--- src/rtl/daisy_arb_pkg.sv ---
package daisy_arb_pkg;
  typedef enum logic [1:0] {
    ARB_IDLE   = 2'd0,
    ARB_OFFER  = 2'd1,
    ARB_RETIRE = 2'd2
  } arb_state_e;
endpackage

--- src/rtl/daisy_arb_ctrl.sv ---
module daisy_arb_ctrl #(
  parameter int N_DEV = 4
) (
  input  logic clk,
  input  logic rst_n,
  input  logic req_line,
  input  logic rel_line,
  input  logic tail_ack,
  output logic ack_out
);
  import daisy_arb_pkg::*;
  localparam int CW = $clog2(N_DEV + 1);
  localparam logic [CW-1:0] DRAIN_LAST = CW'(N_DEV);

  arb_state_e     state_q;
  logic [CW-1:0]  drain_q;
  logic           ack_q;

  always_ff @(posedge clk) begin
    if (!rst_n) begin
      state_q <= ARB_IDLE;
      drain_q <= '0;
      ack_q   <= 1'b0;
    end else begin
      unique case (state_q)
        ARB_IDLE: begin
          if (req_line) begin
            ack_q   <= 1'b1;
            state_q <= ARB_OFFER;
          end
        end
        ARB_OFFER: begin
          if (rel_line || tail_ack) begin
            ack_q   <= 1'b0;
            drain_q <= '0;
            state_q <= ARB_RETIRE;
          end
        end
        ARB_RETIRE: begin
          if (drain_q == DRAIN_LAST) state_q <= ARB_IDLE;
          else                       drain_q <= drain_q + 1'b1;
        end
        default: state_q <= ARB_IDLE;
      endcase
    end
  end

  assign ack_out = ack_q;


  ack_rise_needs_req_chk: assert property (@(posedge clk) disable iff (!rst_n)
    $rose(ack_q) |-> $past(req_line));

  ack_fall_cause_chk: assert property (@(posedge clk) disable iff (!rst_n)
    $fell(ack_q) |-> ($past(rel_line) || $past(tail_ack)));

  retire_quiet_chk: assert property (@(posedge clk) disable iff (!rst_n)
    (state_q == ARB_RETIRE) |=> !ack_q);
endmodule

--- src/rtl/daisy_grant_cell.sv ---
module daisy_grant_cell (
  input  logic clk,
  input  logic rst_n,
  input  logic ack_in,
  input  logic req,
  input  logic done,
  output logic ack_out,
  output logic grant,
  output logic rel_out
);
  logic seen_q, own_q, pass_q, fresh;

  assign fresh   = seen_q & ~own_q & ~pass_q;
  assign grant   = seen_q & (own_q | (fresh & req));
  assign ack_out = seen_q & (pass_q | (fresh & ~req));
  assign rel_out = done & grant;

  always_ff @(posedge clk) begin
    if (!rst_n) begin
      seen_q <= 1'b0;
      own_q  <= 1'b0;
      pass_q <= 1'b0;
    end else begin
      seen_q <= ack_in;
      own_q  <= grant;
      pass_q <= ack_out;
    end
  end


  take_or_pass_chk: assert property (@(posedge clk) disable iff (!rst_n)
    !(grant && ack_out));

  one_stage_chk: assert property (@(posedge clk) disable iff (!rst_n)
    $rose(ack_out) |-> $past(ack_in));

  hold_own_chk: assert property (@(posedge clk) disable iff (!rst_n)
    (grant && ack_in) |=> grant);
endmodule

--- src/rtl/daisy_arb_top.sv ---
module daisy_arb_top #(
  parameter int N_DEV = 4
) (
  input  logic             clk,
  input  logic             rst_n,
  input  logic [N_DEV-1:0] dev_req,
  input  logic [N_DEV-1:0] dev_done,
  output logic [N_DEV-1:0] dev_grant,
  output logic             bus_ack,
  output logic             bus_req,
  output logic             bus_rel
);
  logic [N_DEV:0]   chain;
  logic [N_DEV-1:0] rel_vec;

  assign bus_req = |dev_req;
  assign bus_rel = |rel_vec;

  daisy_arb_ctrl #(.N_DEV(N_DEV)) u_ctrl (
    .clk(clk), .rst_n(rst_n), .req_line(bus_req), .rel_line(bus_rel),
    .tail_ack(chain[N_DEV]), .ack_out(bus_ack)
  );

  assign chain[0] = bus_ack;

  for (genvar i = 0; i < N_DEV; i++) begin : g_cell
    daisy_grant_cell u_cell (
      .clk(clk), .rst_n(rst_n), .ack_in(chain[i]), .req(dev_req[i]),
      .done(dev_done[i]), .ack_out(chain[i+1]), .grant(dev_grant[i]),
      .rel_out(rel_vec[i])
    );
  end


  single_owner_chk: assert property (@(posedge clk) disable iff (!rst_n)
    $onehot0(dev_grant));

  rel_from_owner_chk: assert property (@(posedge clk) disable iff (!rst_n)
    bus_rel |-> (|(dev_grant & dev_done)));
endmodule

--- config.mk ---
export PLATFORM = sky130hd
export DESIGN_NAME = daisy_arb_top
export DESIGN_NICKNAME = d
export VERILOG_FILES = /design/src/rtl/daisy_arb_pkg.sv /design/src/rtl/daisy_arb_ctrl.sv /design/src/rtl/daisy_grant_cell.sv /design/src/rtl/daisy_arb_top.sv
export SDC_FILE = /design/constraint.sdc
export NUM_CORES = 1
export LEC_CHECK = 0
export BUFFER_PORTS_ARGS = -buffer_cell sky130_fd_sc_hd__buf_2
export CORE_MARGIN = 2
export CORE_UTILIZATION = 35
export CTS_CLUSTER_DIAMETER = 80
export CTS_CLUSTER_SIZE = 14
export DETAILED_ROUTE_END_ITERATION = 16
export PLACE_DENSITY = 0.53
export SLEW_MARGIN = 40
export SYNTH_ARGS = -nofsm -noshare
export SYNTH_HDL_FRONTEND = slang
export SYNTH_HIERARCHICAL = 1
export SYNTH_SLANG_ARGS = --single-unit
--- constraint.sdc ---
create_clock -name clk -period 4.75 [get_ports clk]
set_input_delay 0.475 -clock clk [delete_from_list [all_inputs] [get_ports clk]]
set_output_delay 0.475 -clock clk [all_outputs]
set_load 0.03 [all_outputs]
==> qor.yml, run 1 <==
status:
  outcome: "finished clean"
yosys:
  synth_ff_type: "dfxtp_1"
  netlist_top_cells_count: "dfxtp_1 (18), nand2_1 (11), a21oi_1 (8), and2_1 (8), inv_1 (6)"
  synth_cells: 90
  yosysSeqAreaShare_pct: 42.9
  netlist_area_sq_um: 840
  ys_ff_latch: 18
  synth.distinct_cells: 25
  synth-edff-count: 0
  yosysMostFrequentCell: "dfxtp_1"
  synthTopCellsByArea: "dfxtp_1 (43%), nand2b_4 (6.6%), and2_1 (6.0%), nand2_1 (4.9%), a21oi_1 (4.8%)"
  ys_async_sr_fraction_pct: 0
  synth_nets: 102
  synth_top_area_share_pct: 42.9
  ys_warn_count: 6
  avgSynthCellArea_sq_um: 9.33
  synth_area_leader_cell: "dfxtp_1"
global_routing:
  antenna_found_initial: 0
  track_usage_pct: 13.2
  grt_pass1_vias: 625
  grt_pass1_wl_mm: 2.63
  met3_usage_pct: 5.08
  grt_max_degree: 17
  overflow: 0
  grtUsageMet2_pct: 22.3
  busiest_layer: "met2"
  met1_usage_pct: 15.5
critical_path:
  cpMaxStageDelayCell: "or4_1"
  cp-start-kind: "flip-flop"
  required_ps: 4280
  worstSetupEndpointType: "output pin"
  worstReg2RegEnd: "u_ctrl/drain_q[0]"
  crit_fanout: 3
  cp.arrival_ps: 1570
  r2r_slack_ps: 2870
  worstPathCellList: "nand2b_4, a21oi_1, or4_1, buf_2"
  crit_family: "simple AND/OR/NAND/NOR gates"
  rr_worst_depth: 6
  critical_path_class: "flip-flop to output pin"
  path_buf_inv: 1
  worst_path_largest_cell_delay_ps: 530
  r2r_start: "g_cell[1].u_cell/pass_q"
detailed_routing:
  detail-route-antenna-nets: 0
  dr.pass1.iters: 4
  vias_per_cell: 4.82
  drt_iter0_drc: 4
  routedWlPerCell_microns: 11.0
  drc_errors: 0
  routed_wl_mm: 1.52
  route.vias.total: 665
timing:
  whs_ps: 465
  drv_slew: 0
  hold_viol: 0
  min_period_over_period_pct: 43.0
  finalSetupViolations: 0
  fmax_ghz: 0.489
  rsz0062_at_grt: "false"
  skew_ps: 9.64
  maxSlewHeadroom_pct: 83.0
  worst_pin_slew_ps: 254
  tns_ps: 0
  fin_crit_ps: 2040
final_layout:
  final_layout_size_suffix_gt1_share_pct: 23.6
  layout.filler_cells: 245
  area_growth_pct: 18.0
  antennaDiodeCount: 0
  utilization_pct: 44.4
  fin_area_sq_um: 991
  final_nets: 123
  final_cell_count_no_fill: 138
flow_run:
  drv_cap: 0
die:
  die_h_microns: 53.0
  row_count: 17
  pin_count: 17
  start_util_pct: 37.6
  dieArea_sq_um: 2810
  core_sq_um: 2230
  die_w_microns: 53.0
clock_tree:
  hold_buffers: 0
  cts_sinks: 18
  cts_resized: 0
  post_cts_buffers: 0
  cts.reportedPaths.clkPinSlew_ps: 110
  cts_buffers: 3
  clk_latency_ps: 290
  root_buffer: "clkbuf_4"
  tritoncts: "built"
  cts_buffer_depth: 2
  cts_max_level: 1
worst_hold_path:
  min_from: "dev_req[0]"
  whs_path_depth: 3
  min_to: "g_cell[0].u_cell/own_q"
  min_path_type: "primary input to flip-flop"
placed_design:
  port_buffers: 16
  dp_cells: 134
  post-dp-hpwl_mm: 1.20
  dpl_cell_area_sq_um: 955
  routabilityCongestion: 0.683
power:
  powerDensity_nw_per_um2: 280
  p_leak_nw: 0.416
  ir_drop_mv: 0.172
## where the power goes
| group | switching (mW) | internal, mW |
|---|---|---|
| Sequential | 0.00272 | 0.154 |
| Clock | 0.0478 | 0.0467 |
| Combinational | 0.0148 | 0.0118 |
## logic make-up after synthesis
logic type | count (synthesis) | share of synthesized area [%]
simple gates | 38 | 29.1
flops | 18 | 42.9
buf+inv | 6 | 2.68
compound gates | 23 | 18.8
fa+ha+maj | 2 | 2.98
mux | 3 | 3.58
## state kept, by name, indices dropped and copies added (netlist names)
register and cells:
u_ctrl/drain_q 3, u_ctrl/ack_out 1, g_cell.u_cell/pass_q 4, u_ctrl/state_q 2
g_cell.u_cell/own_q 4, g_cell.u_cell/seen_q 4
## cells in the final DEF (no fill, tap or decap), types with 2 or more instances in the layout
master    instances
and2_1            8
nor2b_1           5
ha_1              2
or4_1             2
buf_2            16
o21bai_1          5
inv_1             6
a21boi_1          4
nand2b_4          4
nand3_1           2
mux2i_1           3
dfxtp_1          18
a21oi_1           8
nand2_1          11
clkbuf_4          3
## worst max-delay path by stage
stage / from / endpoint / cells past startpoint
detailed placement: dev_req[1] / u_ctrl/drain_q[0] / 7
finish: g_cell[1].u_cell/pass_q / bus_rel / 4
floorplan: dev_req[1] / u_ctrl/drain_q[0] / 6
global route: g_cell[1].u_cell/pass_q / bus_rel / 4
global placement: dev_req[1] / u_ctrl/drain_q[0] / 7
CTS: g_cell[1].u_cell/pass_q / bus_rel / 4
## layer usage
metal,vias up,routed length (microns)
met5,-,0
met4,0,12
met3,2,77
met2,13,722
met1,304,709
li1,346,-
## stage by stage
stage | setup slack [ps] | power (mW)
2_1_floorplan | 2750 | 0.176
3_3_place_gp | 2740 | 0.187
3_5_place_dp | 2660 | 0.187
4_1_cts | 2700 | 0.283
5_1_grt | 2640 | 0.294
6_report | 2710 | 0.278
## worst register-to-register path, cell delays in order, from the launching register on
cell       delay (ps)
dfxtp_1           350
nand2b_4          130
a21oi_1            60
or4_1             530
nor2_1            230
a2bb2oi_2         290
mux2i_1           210
## cell type report
cell class                      instances  area (sq um)  share of cell area, %
Sequential cell                        18           360                   36.4
Inverter                                6          22.5                   2.27
Multi-Input combinational cell         66           457                   46.1
Timing Repair Buffer                   16          80.1                   8.08
Tap cell                               28          35.0                   3.54
Clock buffer                            4          36.3                   3.66
Power figures use the tool's default switching activity.
==> run 2, diff against run 1 <==
--- a/config.mk
+++ b/config.mk
@@ -5,6 +5,7 @@
 export SDC_FILE = /design/constraint.sdc
 export NUM_CORES = 1
 export LEC_CHECK = 0
+export ABC_AREA = 1
 export BUFFER_PORTS_ARGS = -buffer_cell sky130_fd_sc_hd__buf_2
 export CORE_MARGIN = 2
 export CORE_UTILIZATION = 35
==> constraint.sdc (replaced) <==
create_clock -name clk -period 2 [get_ports clk]
set_input_delay 0.2 -clock clk [delete_from_list [all_inputs] [get_ports clk]]
set_output_delay 0.2 -clock clk [all_outputs]
set_load 0.03 [all_outputs]
==> run 2 against run 1 <==
Against the previous run:
- final area is the same
- via count increased by 8.1%
- sequential power grew 140%
- combinational power rose to 2.6 times the previous value
- largest cell class is now registers
- critical path type unchanged
- largest power group unchanged
==> qor.yml, run 2 <==
status:
  outcome: "finished clean"
yosys:
  ys_warn_count: 6
  synth_nets: 135
  synthTopCellsByArea: "dfxtp_1 (43%), inv_1 (14%), nand2_2 (10%), nand2_1 (8.0%), nor2_1 (7.6%)"
  netlist_top_cells_count: "inv_1 (31), dfxtp_1 (18), nand2_1 (18)"
  ys_async_sr_fraction_pct: 0
  synth_top_area_share_pct: 42.9
  synth.distinct_cells: 14
  netlist_area_sq_um: 840
  ys_ff_latch: 18
  synth_cells: 123
  avgSynthCellArea_sq_um: 6.83
  synth-edff-count: 0
  synth_ff_type: "dfxtp_1"
  yosysMostFrequentCell: "inv_1"
  synth_area_leader_cell: "dfxtp_1"
  yosysSeqAreaShare_pct: 42.9
clock_tree:
  hold_buffers: 0
  cts_resized: 0
  cts_buffers: 3
  cts.reportedPaths.clkPinSlew_ps: 100
  clk_latency_ps: 290
  root_buffer: "clkbuf_4"
  post_cts_buffers: 0
  tritoncts: "built"
  cts_sinks: 18
  cts_buffer_depth: 2
  cts_max_level: 1
placed_design:
  place_ws_ps: 639
  routabilityCongestion: 0.803
  dpl_cell_area_sq_um: 955
  port_buffers: 16
  post-dp-hpwl_mm: 1.20
flow_run:
  drv_cap: 0
die:
  die_w_microns: 53.0
  pin_count: 17
  row_count: 17
  core_sq_um: 2230
  start_util_pct: 37.6
  die_h_microns: 53.0
  dieArea_sq_um: 2810
critical_path:
  rr_worst_depth: 13
  worstSetupEndpointType: "output pin"
  cp-start-kind: "flip-flop"
  required_ps: 1800
  cp.arrival_ps: 1280
  r2r_start: "g_cell[0].u_cell/pass_q"
  r2r_slack_ps: 620
  crit_fanout: 3
  worstReg2RegEnd: "u_ctrl/drain_q[2]"
  critical_path_class: "flip-flop to output pin"
worst_hold_path:
  min_path_type: "primary input to flip-flop"
  whs_path_depth: 3
  min_from: "rst_n"
  min_to: "g_cell[3].u_cell/seen_q"
power:
  p_leak_nw: 0.572
  powerDensity_nw_per_um2: 672
  ir_drop_mv: 0.306
final_layout:
  most-common-layout-cells: "inv_1 (31), nand2_1 (18), dfxtp_1 (18), nor2_1 (17), buf_2 (16)"
  antennaDiodeCount: 0
  fin_area_sq_um: 991
  area_growth_pct: 18.0
  final_common_cell: "inv_1"
  final_layout_size_suffix_gt1_share_pct: 29.4
  top_regs: "g_cell.u_cell/own_q (4), g_cell.u_cell/pass_q (4), g_cell.u_cell/seen_q (4)"
  final_nets: 156
global_routing:
  antenna_found_initial: 0
  grt_pass1_wl_mm: 2.74
  track_usage_pct: 13.7
  grt_pass1_vias: 727
  overflow: 0
  grt_max_degree: 13
timing:
  fmax_ghz: 0.677
  skew_ps: 2.83
  hold_viol: 0
  min_period_over_period_pct: 73.9
  setup_slack_ps: 523
  finalSetupViolations: 0
  rsz0062_at_grt: "false"
  tns_ps: 0
  maxSlewHeadroom_pct: 84.8
  worst_pin_slew_ps: 227
  drv_slew: 0
  fin_crit_ps: 1480
detailed_routing:
  drt_iter0_drc: 7
  route.vias.total: 719
  drc_errors: 0
  dr.pass1.iters: 4
  detail-route-antenna-nets: 0
  routedWlPerCell_microns: 8.92
  vias_per_cell: 4.20
  routed_wl_mm: 1.53
## run 2: cell types whose count changed in the layout (fill, tap and decap cells not counted), moves of 7 or more
| cell | change |
|---|---|
| nor2_1 | +16 |
| inv_1 | +25 |
| nand2_1 | +7 |
| nand2_2 | +14 |
| nand3_1 | +8 |
| and2_1 | -8 |
## run 2: worst max-delay path, cell delays in order, from the launching register on
cell and delay (ps):
dfxtp_1 340, inv_2 40, nand2_2 60, nand2_2 50
nand2_2 70, nor2_1 40, nor2_1 120, nand2_1 80
buf_2 180
## run 2: where the power goes
part           total, mW  leakage [nW]  internal [mW]  switching, mW
Combinational     0.0694         0.405         0.0241         0.0454
Sequential         0.373         0.146          0.367        0.00580
Clock              0.223        0.0210          0.111          0.113
## run 2: worst max-delay path by stage
| stage | startpoint | end | cells past startpoint |
|---|---|---|---|
| after floorplan | g_cell[3].u_cell/pass_q | u_ctrl/drain_q[2] | 13 |
| after global placement | g_cell[1].u_cell/pass_q | u_ctrl/drain_q[2] | 13 |
| after detailed placement | g_cell[0].u_cell/pass_q | u_ctrl/drain_q[2] | 13 |
| after CTS | g_cell[0].u_cell/pass_q | bus_rel | 8 |
| after global routing | g_cell[1].u_cell/pass_q | bus_rel | 8 |
| final | g_cell[0].u_cell/pass_q | bus_rel | 8 |
## run 2: metrics by stage
step / std cells / util [%] / power, mW / hold WS [ps]
finish: 171 / 44.4 / 0.666 / 238
global route: 171 / 44.4 / 0.705 / 238
CTS: 171 / 44.4 / 0.680 / 231
detailed placement: 167 / 42.7 / 0.451 / 443
global placement: 167 / 42.7 / 0.450 / 443
floorplan: 123 / - / 0.425 / 298
## run 2: cells by family (layout without fill, tap and decap cells)
family	count (synthesis)	count (layout)	synth area share, %
buf+inv	36	56	16.1
flops	18	18	42.9
compound gates	5	5	3.87
simple gates	62	62	34.1
fa+ha+maj	2	2	2.98
## run 2: area by class of cell
cell class / count / area (sq um)
clock buffer: 4 / 36.3
fill: 251 / 1240
inverter: 36 / 135
multi-input combinational: 69 / 344
sequential: 18 / 360
tap: 28 / 35.0
timing repair buffer: 16 / 80.1
## run 2: per-layer routing
metal / vias to the layer above / part of all wire [%] / global-route usage (%)
met2: 11 / 48 / 25.2
met5: - / 0 / 0
met4: 0 / 0.79 / 7.69
met3: 2 / 4.3 / 2.54
li1: 396 / - / -
met1: 310 / 47 / 14.3
==> run 3, diff against run 2 <==
==> constraint.sdc (replaced) <==
create_clock -name clk -period 1.45 [get_ports clk]
set_input_delay 0.145 -clock clk [delete_from_list [all_inputs] [get_ports clk]]
set_output_delay 0.145 -clock clk [all_outputs]
set_load 0.03 [all_outputs]
==> run 3 against run 2 <==
Against the previous run:
- count of clock-buffer cells in the layout unchanged
- clock skew is 0.57 ps higher
- hold slack got worse by 63 ps
- die area stayed put
- setup slack worse by 490 ps
- highest routed layer unchanged
==> qor.yml, run 3 (same netlist as run 2, synthesis figures left out) <==
status:
  outcome: "finished clean"
die:
  die_h_microns: 53.0
  die_w_microns: 53.0
  dieArea_sq_um: 2810
  start_util_pct: 37.6
  core_sq_um: 2230
  pin_count: 17
  row_count: 17
timing:
  finalSetupViolations: 0
  drv_slew: 0
  fmax_ghz: 0.704
  setup_slack_ps: 29.0
  worst_pin_slew_ps: 253
  fin_crit_ps: 1420
  min_period_over_period_pct: 98.0
  skew_ps: 3.40
  maxSlewHeadroom_pct: 83.1
  rsz0062_at_grt: "true"
  hold_viol: 0
critical_path:
  cp.arrival_ps: 1660
  path_common_cell: "nand2_2"
  required_ps: 1680
  worstPathCellList: "inv_2, nand2_2, nand2_2, nand2_2, nor2_2, nor2_2, nand2_1, inv_1, nand2_1, nand2_2, nand2_4, nand2_2, nand2_2, nor2_1"
  cpMaxStageDelayCell: "dfxtp_2"
  worst_path_largest_cell_delay_ps: 330
  worstSetupEndpointType: "flip-flop"
  crit_fanout: 4
  critical_path_class: "flip-flop to flip-flop"
  path_buf_inv: 2
  cp-start-kind: "flip-flop"
  crit_family: "simple AND/OR/NAND/NOR gates"
placed_design:
  port_buffers: 16
  place_ws_ps: 88.8
  routabilityCongestion: 0.803
  post-dp-hpwl_mm: 1.20
  dp_cells: 167
clock_tree:
  cts_max_level: 1
  clk_latency_ps: 290
  tritoncts: "built"
  root_buffer: "clkbuf_4"
  cts_sinks: 18
  cts_buffer_depth: 2
  cts_buffers: 3
  cts.reportedPaths.clkPinSlew_ps: 100
global_routing:
  grt_max_degree: 13
  overflow: 0
  grt_pass1_vias: 727
  antenna_found_initial: 0
  grt_pass1_wl_mm: 2.74
  track_usage_pct: 13.7
final_layout:
  final_layout_size_suffix_gt1_share_pct: 39.2
  final_cell_count_no_fill: 176
  antennaDiodeCount: 0
  top_regs: "g_cell.u_cell/own_q (4), g_cell.u_cell/pass_q (4), g_cell.u_cell/seen_q (4)"
  final_nets: 161
  layout.filler_cells: 242
  final_common_cell: "inv_1"
  most-common-layout-cells: "inv_1 (31), nand2_2 (16), nand2_1 (15), dfxtp_1 (15), buf_2 (15)"
  area_growth_pct: 26.8
detailed_routing:
  drc_errors: 0
  detail-route-antenna-nets: 0
  route.vias.total: 760
  dr.pass1.iters: 4
  drt_iter0_drc: 13
  vias_per_cell: 4.32
  routedWlPerCell_microns: 9.43
  routed_wl_mm: 1.66
flow_run:
  drv_cap: 0
power:
  ir_drop_mv: 0.428
  powerDensity_nw_per_um2: 877
  p_leak_nw: 0.597
worst_hold_path:
  min_path_type: "primary input to flip-flop"
-- run 3: changes by cell type in the layout (fill, tap and decap cells not counted), moves of 2 or more --
cell,before,now
buf_4,0,5
nor2_1,17,13
nor2_2,1,5
dfxtp_1,18,15
dfxtp_2,0,3
nand2_2,14,16
nand2_1,18,15
-- run 3: where the power goes --
part,internal [mW],switching [mW]
Sequential,0.506,0.00800
Clock,0.153,0.158
Combinational,0.0404,0.0679
Total,0.700,0.234
-- run 3: metrics by stage --
| stage | total power [mW] | setup TNS [ps] | hold slack [ps] | utilization (%) | instance area [sq um] |
|---|---|---|---|---|---|
| 6_report | 0.934 | 0 | 175 | 47.7 | 1060 |
| 5_1_grt | 0.984 | -148 | 175 | 47.7 | 1060 |
| 4_1_cts | 0.938 | 0 | 176 | 44.4 | 991 |
| 3_5_place_dp | 0.622 | 0 | 443 | 42.7 | 955 |
| 3_3_place_gp | 0.621 | 0 | 443 | 42.7 | 955 |
| 2_1_floorplan | 0.587 | 0 | 243 | - | 840 |
-- run 3: final timing paths --
path	from	endpoint	slack [ps]	cells after the start
min reg2reg	u_ctrl/ack_out	g_cell[0].u_cell/seen_q	460	2
max	g_cell[0].u_cell/pass_q	u_ctrl/drain_q[2]	30	14
max reg2reg	g_cell[0].u_cell/pass_q	u_ctrl/drain_q[2]	30	14
min	dev_req[0]	g_cell[0].u_cell/pass_q	180	4
-- run 3: what timing repair did --
item,4_1_cts,5_1_grt
hold buffers,0,0
setup endpoints to repair,0,5
resized for setup,0,15
setup buffers,0,5
-- run 3: tightest hold or removal path, delay by kind of cell --
| family | cells | cell delay (ps) |
|---|---|---|
| and+or+nand+nor | 3 | 200 |
| buffers and inverters | 1 | 100 |
-- run 3: area by class of cell --
| type | instances | area, sq um | share of cell area, % |
|---|---|---|---|
| multi-input combinational | 69 | 370 | 34.8 |
| sequential | 18 | 364 | 34.2 |
| inverter | 36 | 135 | 12.7 |
| timing repair buffer | 21 | 124 | 11.6 |
| clock buffer | 4 | 36.3 | 3.41 |
| tap | 28 | 35.0 | 3.29 |
-- run 3: routing by layer --
layer  up-vias  part of all wire, %  global-route usage [%]
li1        405                    -                       -
met1       338                   47                    14.3
met2        13                   47                    25.2
met3         4                  3.9                    2.54
met4         0                  1.8                    7.69
met5         -                    0                       0
